<file path="src/rtl/cpr_pkg.sv">
`timescale 1ns/1ps
package cpr_pkg;

    typedef enum logic [1:0] {
        RATIO_NONE = 2'b00,
        RATIO_DN2  = 2'b01,
        RATIO_PASS = 2'b10,
        RATIO_UP2  = 2'b11
    } ratio_e;

    typedef enum logic [2:0] {
        SQ_IDLE,
        SQ_DRIVE_A,
        SQ_GAP_AB,
        SQ_DRIVE_B,
        SQ_GAP_BA
    } seq_e;

    localparam int TGT_W = 3;
    localparam logic [TGT_W-1:0] TGT_OFF = 3'b000;
    localparam logic [TGT_W-1:0] TGT_ADJ = 3'b001;
    localparam logic [TGT_W-1:0] TGT_5V0 = 3'b010;
    localparam logic [TGT_W-1:0] TGT_3V3 = 3'b100;

    // guard slots: 0 = overvoltage, 1 = overtemperature
    localparam int GUARD_N = 2;

endpackage

</file>
<file path="src/rtl/cpr_trip_latch.sv">
`timescale 1ns/1ps
module cpr_trip_latch (
    input  logic clk,
    input  logic rst_n,
    input  logic trip_i,
    input  logic release_i,
    output logic held_o
);

    typedef struct packed {
        logic held;
    } latch_st_t;

    latch_st_t st_d, st_q;

    always_comb begin
        st_d = st_q;
        if (trip_i) begin
            st_d.held = 1'b1;           // trip wins over a simultaneous release
        end else if (release_i) begin
            st_d.held = 1'b0;
        end
    end

    always_ff @(posedge clk or negedge rst_n) begin
        if (!rst_n) begin
            st_q <= '0;
        end else begin
            st_q <= st_d;
        end
    end

    assign held_o = st_q.held;

endmodule

</file>
<file path="src/rtl/cpr_ratio_sel.sv">
`timescale 1ns/1ps
module cpr_ratio_sel
    import cpr_pkg::*;
#(
    parameter int DWELL_TICKS = 2
) (
    input  logic   clk,
    input  logic   rst_n,
    input  logic   tick_i,
    input  logic   seq_idle_i,
    input  logic   dbl_rise_i,
    input  logic   dbl_fall_i,
    input  logic   tgt_rise_i,
    input  logic   tgt_fall_i,
    output ratio_e ratio_o,
    output logic   pending_o
);

    localparam int DW_W = (DWELL_TICKS > 0) ? $clog2(DWELL_TICKS + 1) : 1;
    localparam logic [DW_W-1:0] DWELL_MAX = DW_W'(DWELL_TICKS);

    typedef struct packed {
        ratio_e          ratio;
        logic [DW_W-1:0] dwell;
    } ratio_st_t;

    ratio_st_t st_d, st_q;
    ratio_e    want;
    logic      above_dbl;
    logic      above_tgt;
    logic      dwell_ok;
    logic      pending;

    always_comb begin
        // each threshold uses the trip point that keeps the present ratio
        above_dbl = (st_q.ratio == RATIO_DN2) ? dbl_fall_i : dbl_rise_i;
        above_tgt = (st_q.ratio == RATIO_UP2) ? tgt_rise_i : tgt_fall_i;
        if (above_dbl) begin
            want = RATIO_DN2;
        end else if (above_tgt) begin
            want = RATIO_PASS;
        end else begin
            want = RATIO_UP2;
        end
        dwell_ok = (st_q.dwell >= DWELL_MAX);
        pending  = (want != st_q.ratio) && dwell_ok;

        st_d = st_q;
        if (tick_i) begin
            if (pending && seq_idle_i) begin
                st_d.ratio = want;
                st_d.dwell = '0;
            end else if (!dwell_ok) begin
                st_d.dwell = st_q.dwell + 1'b1;
            end
        end
    end

    always_ff @(posedge clk or negedge rst_n) begin
        if (!rst_n) begin
            st_q.ratio <= RATIO_PASS;
            st_q.dwell <= '0;
        end else begin
            st_q <= st_d;
        end
    end

    assign ratio_o   = st_q.ratio;
    assign pending_o = pending;

endmodule

</file>
<file path="src/rtl/cpr_phase_seq.sv">
`timescale 1ns/1ps
module cpr_phase_seq
    import cpr_pkg::*;
#(
    parameter int PHASE_TICKS  = 2,
    parameter int PERIOD_TICKS = 8
) (
    input  logic   clk,
    input  logic   rst_n,
    input  logic   tick_i,
    input  logic   allow_i,
    input  logic   demand_i,
    input  logic   hold_i,
    input  ratio_e ratio_i,
    output logic   drive_a_o,
    output logic   drive_b_o,
    output logic   idle_o
);

    // pass-through: A on for all but the dead tick and the idle tick
    localparam int PASS_TICKS = PERIOD_TICKS - 2;
    localparam int MAX_LEN    = (PASS_TICKS > PHASE_TICKS) ? PASS_TICKS : PHASE_TICKS;
    localparam int CNT_W      = (MAX_LEN > 1) ? $clog2(MAX_LEN) : 1;
    localparam logic [CNT_W-1:0] PHASE_LAST = CNT_W'(PHASE_TICKS - 1);
    localparam logic [CNT_W-1:0] PASS_LAST  = CNT_W'(PASS_TICKS - 1);

    typedef struct packed {
        seq_e             st;
        logic [CNT_W-1:0] cnt;
    } seq_st_t;

    seq_st_t st_d, st_q;
    logic    a_done;
    logic    b_done;

    always_comb begin
        a_done = (ratio_i == RATIO_PASS) ? (st_q.cnt == PASS_LAST)
                                         : (st_q.cnt == PHASE_LAST);
        b_done = (st_q.cnt == PHASE_LAST);
        st_d   = st_q;
        if (!allow_i) begin
            st_d.st  = SQ_IDLE;
            st_d.cnt = '0;
        end else if (tick_i) begin
            case (st_q.st)
                SQ_IDLE: begin
                    if (demand_i && !hold_i) begin
                        st_d.st  = SQ_DRIVE_A;
                        st_d.cnt = '0;
                    end
                end
                SQ_DRIVE_A: begin
                    if (a_done) begin
                        st_d.cnt = '0;
                        st_d.st  = (ratio_i == RATIO_PASS) ? SQ_GAP_BA : SQ_GAP_AB;
                    end else begin
                        st_d.cnt = st_q.cnt + 1'b1;
                    end
                end
                SQ_GAP_AB: begin
                    st_d.st  = SQ_DRIVE_B;
                    st_d.cnt = '0;
                end
                SQ_DRIVE_B: begin
                    if (b_done) begin
                        st_d.cnt = '0;
                        st_d.st  = SQ_GAP_BA;
                    end else begin
                        st_d.cnt = st_q.cnt + 1'b1;
                    end
                end
                SQ_GAP_BA: begin
                    st_d.st  = SQ_IDLE;
                    st_d.cnt = '0;
                end
                default: begin
                    st_d.st  = SQ_IDLE;
                    st_d.cnt = '0;
                end
            endcase
        end
    end

    always_ff @(posedge clk or negedge rst_n) begin
        if (!rst_n) begin
            st_q.st  <= SQ_IDLE;
            st_q.cnt <= '0;
        end else begin
            st_q <= st_d;
        end
    end

    assign drive_a_o = (st_q.st == SQ_DRIVE_A);
    assign drive_b_o = (st_q.st == SQ_DRIVE_B);
    assign idle_o    = (st_q.st == SQ_IDLE);

endmodule

</file>
<file path="src/rtl/cp_ratio_ctrl.sv">
`timescale 1ns/1ps
module cp_ratio_ctrl
    import cpr_pkg::*;
#(
    parameter int PHASE_TICKS  = 2,
    parameter int PERIOD_TICKS = 8,
    parameter int DWELL_TICKS  = 2
) (
    input  logic       clk,
    input  logic       rst_n,
    input  logic [1:0] sel_i,
    input  logic       osc_tick_i,
    input  logic       dbl_rise_i,
    input  logic       dbl_fall_i,
    input  logic       tgt_rise_i,
    input  logic       tgt_fall_i,
    input  logic       out_low_i,
    input  logic       ovp_trip_i,
    input  logic       ovp_release_i,
    input  logic       ot_trip_i,
    input  logic       ot_release_i,
    input  logic       uvlo_i,
    output logic [2:0] target_o,
    output logic [1:0] ratio_o,
    output logic       phase_a_o,
    output logic       phase_b_o,
    output logic       pulldown_o
);

    typedef struct packed {
        logic [TGT_W-1:0] tgt;
    } top_st_t;

    top_st_t            st_d, st_q;
    logic [GUARD_N-1:0] trip_vec;
    logic [GUARD_N-1:0] rel_vec;
    logic [GUARD_N-1:0] held_vec;
    logic               allow;
    logic               seq_idle;
    logic               pending;
    ratio_e             ratio;

    assign trip_vec = {ot_trip_i, ovp_trip_i};
    assign rel_vec  = {ot_release_i, ovp_release_i};

    for (genvar g = 0; g < GUARD_N; g++) begin : g_guard
        cpr_trip_latch u_latch (
            .clk       (clk),
            .rst_n     (rst_n),
            .trip_i    (trip_vec[g]),
            .release_i (rel_vec[g]),
            .held_o    (held_vec[g])
        );
    end

    always_comb begin
        st_d = st_q;
        case (sel_i)
            2'b01:   st_d.tgt = TGT_ADJ;
            2'b10:   st_d.tgt = TGT_5V0;
            2'b11:   st_d.tgt = TGT_3V3;
            default: st_d.tgt = TGT_OFF;
        endcase
        allow = (sel_i != 2'b00) && !uvlo_i && !(|trip_vec) && !(|held_vec);
    end

    always_ff @(posedge clk or negedge rst_n) begin
        if (!rst_n) begin
            st_q.tgt <= TGT_OFF;
        end else begin
            st_q <= st_d;
        end
    end

    cpr_ratio_sel #(
        .DWELL_TICKS (DWELL_TICKS)
    ) u_ratio (
        .clk        (clk),
        .rst_n      (rst_n),
        .tick_i     (osc_tick_i),
        .seq_idle_i (seq_idle),
        .dbl_rise_i (dbl_rise_i),
        .dbl_fall_i (dbl_fall_i),
        .tgt_rise_i (tgt_rise_i),
        .tgt_fall_i (tgt_fall_i),
        .ratio_o    (ratio),
        .pending_o  (pending)
    );

    cpr_phase_seq #(
        .PHASE_TICKS  (PHASE_TICKS),
        .PERIOD_TICKS (PERIOD_TICKS)
    ) u_seq (
        .clk       (clk),
        .rst_n     (rst_n),
        .tick_i    (osc_tick_i),
        .allow_i   (allow),
        .demand_i  (out_low_i),
        .hold_i    (pending),
        .ratio_i   (ratio),
        .drive_a_o (phase_a_o),
        .drive_b_o (phase_b_o),
        .idle_o    (seq_idle)
    );

    assign target_o   = st_q.tgt;
    assign ratio_o    = ratio;
    assign pulldown_o = (st_q.tgt == TGT_OFF);

endmodule

</file>
<file path="config.mk">
export PLATFORM = sky130hd
export DESIGN_NAME = cp_ratio_ctrl
export DESIGN_NICKNAME = d
export VERILOG_FILES = /design/src/rtl/cpr_pkg.sv /design/src/rtl/cpr_trip_latch.sv /design/src/rtl/cpr_ratio_sel.sv /design/src/rtl/cpr_phase_seq.sv /design/src/rtl/cp_ratio_ctrl.sv
export SDC_FILE = /design/constraint.sdc
export NUM_CORES = 1
export LEC_CHECK = 0
export BUFFER_PORTS_ARGS = -buffer_cell sky130_fd_sc_hd__buf_2
export CAP_MARGIN = 20
export CORE_ASPECT_RATIO = 0.75
export CORE_MARGIN = 1
export CORE_UTILIZATION = 50
export DETAILED_ROUTE_END_ITERATION = 8
export PLACE_DENSITY_LB_ADDON = 0.3
export REMOVE_ABC_BUFFERS = 1
export SKIP_CTS_REPAIR_TIMING = 1
export SYNTH_ARGS = -nofsm -noshare
export SYNTH_HDL_FRONTEND = slang
export SYNTH_HIERARCHICAL = 1
export SYNTH_SLANG_ARGS = --single-unit
export TNS_END_PERCENT = 5
</file>
<file path="constraint.sdc">
create_clock -name clk -period 2.87 [get_ports clk]
set_clock_uncertainty 0.2 [all_clocks]
set_input_delay 0.1435 -clock clk [delete_from_list [all_inputs] [get_ports clk]]
set_output_delay 0.1435 -clock clk [all_outputs]
set_load 0.02 [all_outputs]
</file>
==> results.md <==
Run status:
- The flow ran to the end, and the final reports show no timing, DRC or antenna violations.

Power and ir drop:
- In this run, flip-flops and latches consume 44.6% of the power.
- In this run switching power makes up 36.0% of total power.
- The part of the power in combinational logic is between 30% and 40%.
- The overall power is roughly 0.65 mW.
- The design internal power is 0.417 mW.
- The worst-case vdd ir drop is 0.000498 V.
- In this run, the clock network consumes ~19% of the power.
- The static leakage power is 0.547 nW.
- The net switching power is 0.235 mW.
- The areal power density over the cells is approximately 580 nW/µm².

Setup path:
- In this design, the stage delay of the slowest critical-path cell is 0.54 ns.
- The setup slack of the worst register-to-register path is 0.55 ns.
- Data arrives at the worst endpoint at between 2 and 3 ns.
- In this run the critical register-to-register path is launched from u_ratio/ratio_o[1]$_DFFE_PN1P_.
- The worst register-to-register path ends at u_seq/st_q[4]$_DFFE_PN0P_.
- The critical path goes through dlygate4sd3_1, buf_2, or4_1, nor3_2, o221ai_2, mux2_1, a41o_1.
- The type of the worst setup path is in -> reg.
- The peak fanout along the critical path is 8.
- STA classifies the critical path endpoint as a flop.
- Together, buffers and inverters on the worst path number 2.
- The kind of start point of the critical path is an input pin.
- For this design, the slowest cell found on the critical path is dlygate4sd3_1.
- STA puts the critical path data required time at between 2 and 3 ns.
- The worst register-to-register path has a depth of 5.
- The dominant delay contributor by cell family on the critical path is simple AND/OR/NAND/NOR gates.

Placed design:
- The congestion estimate from routability-driven global placement came to 0.783.
- Summed over all nets, the half-perimeter wirelength after detailed placement is 1470 µm.
- Buffers placed on the I/O ports in this run total 22.

Timing:
- Setup repair after global routing left no endpoint under its margin.
- The final clock period utilization by the worst path is 88.5%.
- The final-layout setup total negative slack is 0 ns.
- The number of pins with negative max-slew slack in the final report is 0.
- The transition time of the tightest slew-check pin is 0.424 ns.
- The highest achievable clock rate is 394 MHz.
- The worst hold slack is 0.0632 ns.
- The number of endpoints failing setup at the final stage is 0.
- The hold violation total from the final report was 0.
- For the finished layout, the period the worst path requires is 2.54 ns.
- Headroom to the max-slew limit came out at 71.7%.

Flow run:
- Max-cap violations in this run came to 0.

Die:
- The floorplan step defined a die boundary enclosing 1940 µm².
- From bottom edge to top edge, the die measures roughly 38 µm.
- Once the floorplan was initialized, standard cells occupied 56.7% of the core.
- The total area inside the core boundary comes to approximately 1600 µm².
- The I/O pin count is 23.
- Row generation in the floorplan step produced 12 rows.
- The die boundary width is 50.6 µm.

Min path:
- The hold-critical path depth is 3.
- For hold timing, the worst endpoint is u_ratio/ratio_o[1]$_DFFE_PN1P_.
- The beginning of the worst hold path is dbl_rise_i.
- The min-delay analysis places its worst path in the category in -> reg.

Drt:
- The total wirelength of the detailed-routed design is roughly 2100 µm.
- The count of nets left with antenna violations once routing finished came out at 0.
- In the routed design, unresolved DRC markers number 0.
- In the routed layout, each cell is associated on average with a via count of 5.67.
- The routed layout has a little under 800 vias.
- The first detailed-routing pass took 4 iterations.
- After the first detailed-routing iteration, the DRC count stood at 18.
- The post-detailed-route wirelength per cell is 15.3 µm.

GRT:
- Entering global routing, the biggest net connects 16 pins.
- Global routing used between 20% and 30% of the available tracks.
- The total overflow left after global routing is 0.
- The number of antenna violations at the first check in global routing was 0.
- The via count of the first global-routing pass is 688.
- The first global-routing pass estimated a little over 3000 µm of wire.

Synthesis:
- A synthesized cell averages around 10 µm².
- Yosys mapped the design onto 36 distinct sky130hd cell types.
- Of the total synthesized cell area, the portion taken by full adders, half adders and majority gates is 4.24%.
- Summing the areas of all xor and xnor instances in the mapped netlist gives 0.990% of the synthesized area.
- Of the total synthesized cell area, the portion taken by AND, OR, NAND and NOR gates is about a quarter.
- In the synthesized netlist, mux cells make up 4.95% of the area.
- The share of the Yosys chip area taken by registers is 42.6%.
- Summing the areas of all compound-gate instances in the mapped netlist gives 16.3% of the synthesized area.
- The largest family of logic cells by synthesized area is simple AND/OR/NAND/NOR gates.
- Ranked by total cell area, the synthesized netlist is headed by dfrtp_1 (40%), ha_1 (4.2%), inv_1 (3.8%), mux2_1 (3.8%), nor3_2 (3.4%).
- Counting every instance in the synthesized netlist gives 85.
- In this run the biggest area consumer among cell types represents between 30% and 40% of the synthesized area.
- The combined area of all synthesized cells is 885 µm².
- Of all cell types, the one taking the most synthesized area is dfrtp_1.
- Synthesis inferred 15 register bits.
- Yosys printed 6 warnings.

Clock network:
- The number of buffers on the longest clock path is 2.
- The clock reaches the later pin of the worst-skew pair after around 0.29 ns.
- The CTS tree is done.
- Counting the buffers created by CTS gives 3.
- The clock net in this run drives a total of 15 sinks.
- The library cell used as clock root buffer is clkbuf_4.
- CTS built an H-tree with a depth of 1.
- The clock transition at the register clock pins on the worst setup and hold paths after CTS is 0.08 ns.

Cells and area:
- The filler cell count in the final layout is between 100 and 150.
- The repair_antennas step left the layout with diodes totalling 0.
- The number of nets in the finished design is 137.
- Summing all multi-input logic gate instances after layout gives 459 µm².
- The share of cells above drive strength 1 is 26.3%.
- The sequential cells in the finished layout cover a total of 377 µm².
- Relative to the synthesized area, the layout overhead comes to 26.9%.
- The library cell used most frequently in the layout, excluding fill and tap cells, is buf_2.
- In the layout the commonest cells are buf_2 (22), dfrtp_1 (14), inv_1 (9), dlygate4sd3_1 (9), nand3_1 (4).
[power by group through the flow]
| stage | Sequential (mW) | Combinational, mW | Clock, mW |
|---|---|---|---|
| detailed placement | 0.292 | 0.227 | 0 |
| global placement | 0.288 | 0.221 | 0 |
| floorplan | 0.306 | 0.149 | 0 |
| global route | 0.297 | 0.269 | 0.131 |
| finish | 0.291 | 0.241 | 0.120 |
| CTS | 0.288 | 0.227 | 0.123 |
[Yosys cell counts]
library cell  instances
buf_4                 2
nor3b_2               1
and2_1                1
nand2_1               2
nand4b_1              1
a31oi_1               1
nand3b_1              1
xnor2_1               1
nand3_1               4
mux2i_1               1
or4_1                 1
nor2b_1               3
nor2_1                3
o211ai_1              1
o2bb2ai_1             1
a21o_1                3
a21oi_1               2
nor4_1                2
o22ai_1               2
a41o_1                2
a32o_1                1
and4bb_1              2
o21ai_0               1
and3_1                2
a211o_1               3
dfrtp_1              14
ha_1                  3
inv_1                 9
nor3b_1               1
o221ai_2              1
and3b_1               1
nor3_1                2
nand2b_1              3
dfstp_2               1
mux2_1                3
nor3_2                3
[state kept, by name, summed over array words and instances (netlist names)]
signal	flops
u_ratio/st_q	2
u_seq/st_q	6
u_ratio/ratio_o	2
target_o	3
g_guard.u_latch/held_o	2
[worst register-to-register path, delay by kind of cell, from the launching register on]
family          cells  cell delay [ns]
simple gates        2             0.56
flops               1             0.61
compound gates      2             0.47
mux                 1             0.38
[cell type report]
| cell class | count | share of cell area, % |
|---|---|---|
| Multi-Input combinational cell | 59 | 40.9 |
| Sequential cell | 15 | 33.6 |
| Clock buffer | 4 | 2.34 |
| Tap cell | 21 | 2.34 |
| Timing Repair Buffer | 31 | 17.8 |
| Inverter | 9 | 3.01 |
[how the worst max path moves through the flow]
stage | from | endpoint | slack (ns) | cells past startpoint
6_report | ot_trip_i | u_seq/st_q[4]$_DFFE_PN0P_ | 0.33 | 7
5_1_grt | ot_trip_i | u_seq/st_q[4]$_DFFE_PN0P_ | 0.30 | 7
4_1_cts | u_ratio/ratio_o[1]$_DFFE_PN1P_ | u_seq/st_q[4]$_DFFE_PN0P_ | 0.60 | 5
3_5_place_dp | u_ratio/ratio_o[1]$_DFFE_PN1P_ | u_seq/st_q[4]$_DFFE_PN0P_ | 0.62 | 5
3_3_place_gp | u_ratio/ratio_o[1]$_DFFE_PN1P_ | u_seq/st_q[4]$_DFFE_PN0P_ | 0.67 | 5
2_1_floorplan | u_ratio/ratio_o[1]$_DFFE_PN1P_ | u_seq/st_q[4]$_DFFE_PN0P_ | 0.67 | 5
[stage by stage]
stage / std cells / util, % / setup slack (ns) / cell area [µm²]
global route: 139 / 71.9 / 0.298 / 1120
floorplan: 83 / - / 0.672 / 870
detailed placement: 126 / 64.4 / 0.619 / 1010
global placement: 126 / 64.4 / 0.674 / 1010
finish: 139 / 71.9 / 0.330 / 1120
CTS: 130 / 66.1 / 0.599 / 1030
[metal layers]
metal,vias up,wire (µm),global-route usage [%]
li1,382,-,-
met1,374,916,27.9
met2,30,1070,38.0
met3,2,124,8.73
met4,0,17,7.64
met5,-,0,0
[logic make-up after synthesis]
| logic type | count (synthesis) |
|---|---|
| xor+xnor | 1 |
| fa+ha+maj | 3 |
| flops | 15 |
| compound gates | 18 |
| buf+inv | 11 |
| mux | 4 |
| simple gates | 33 |
No activity file was read; power rests on OpenSTA's default activity.
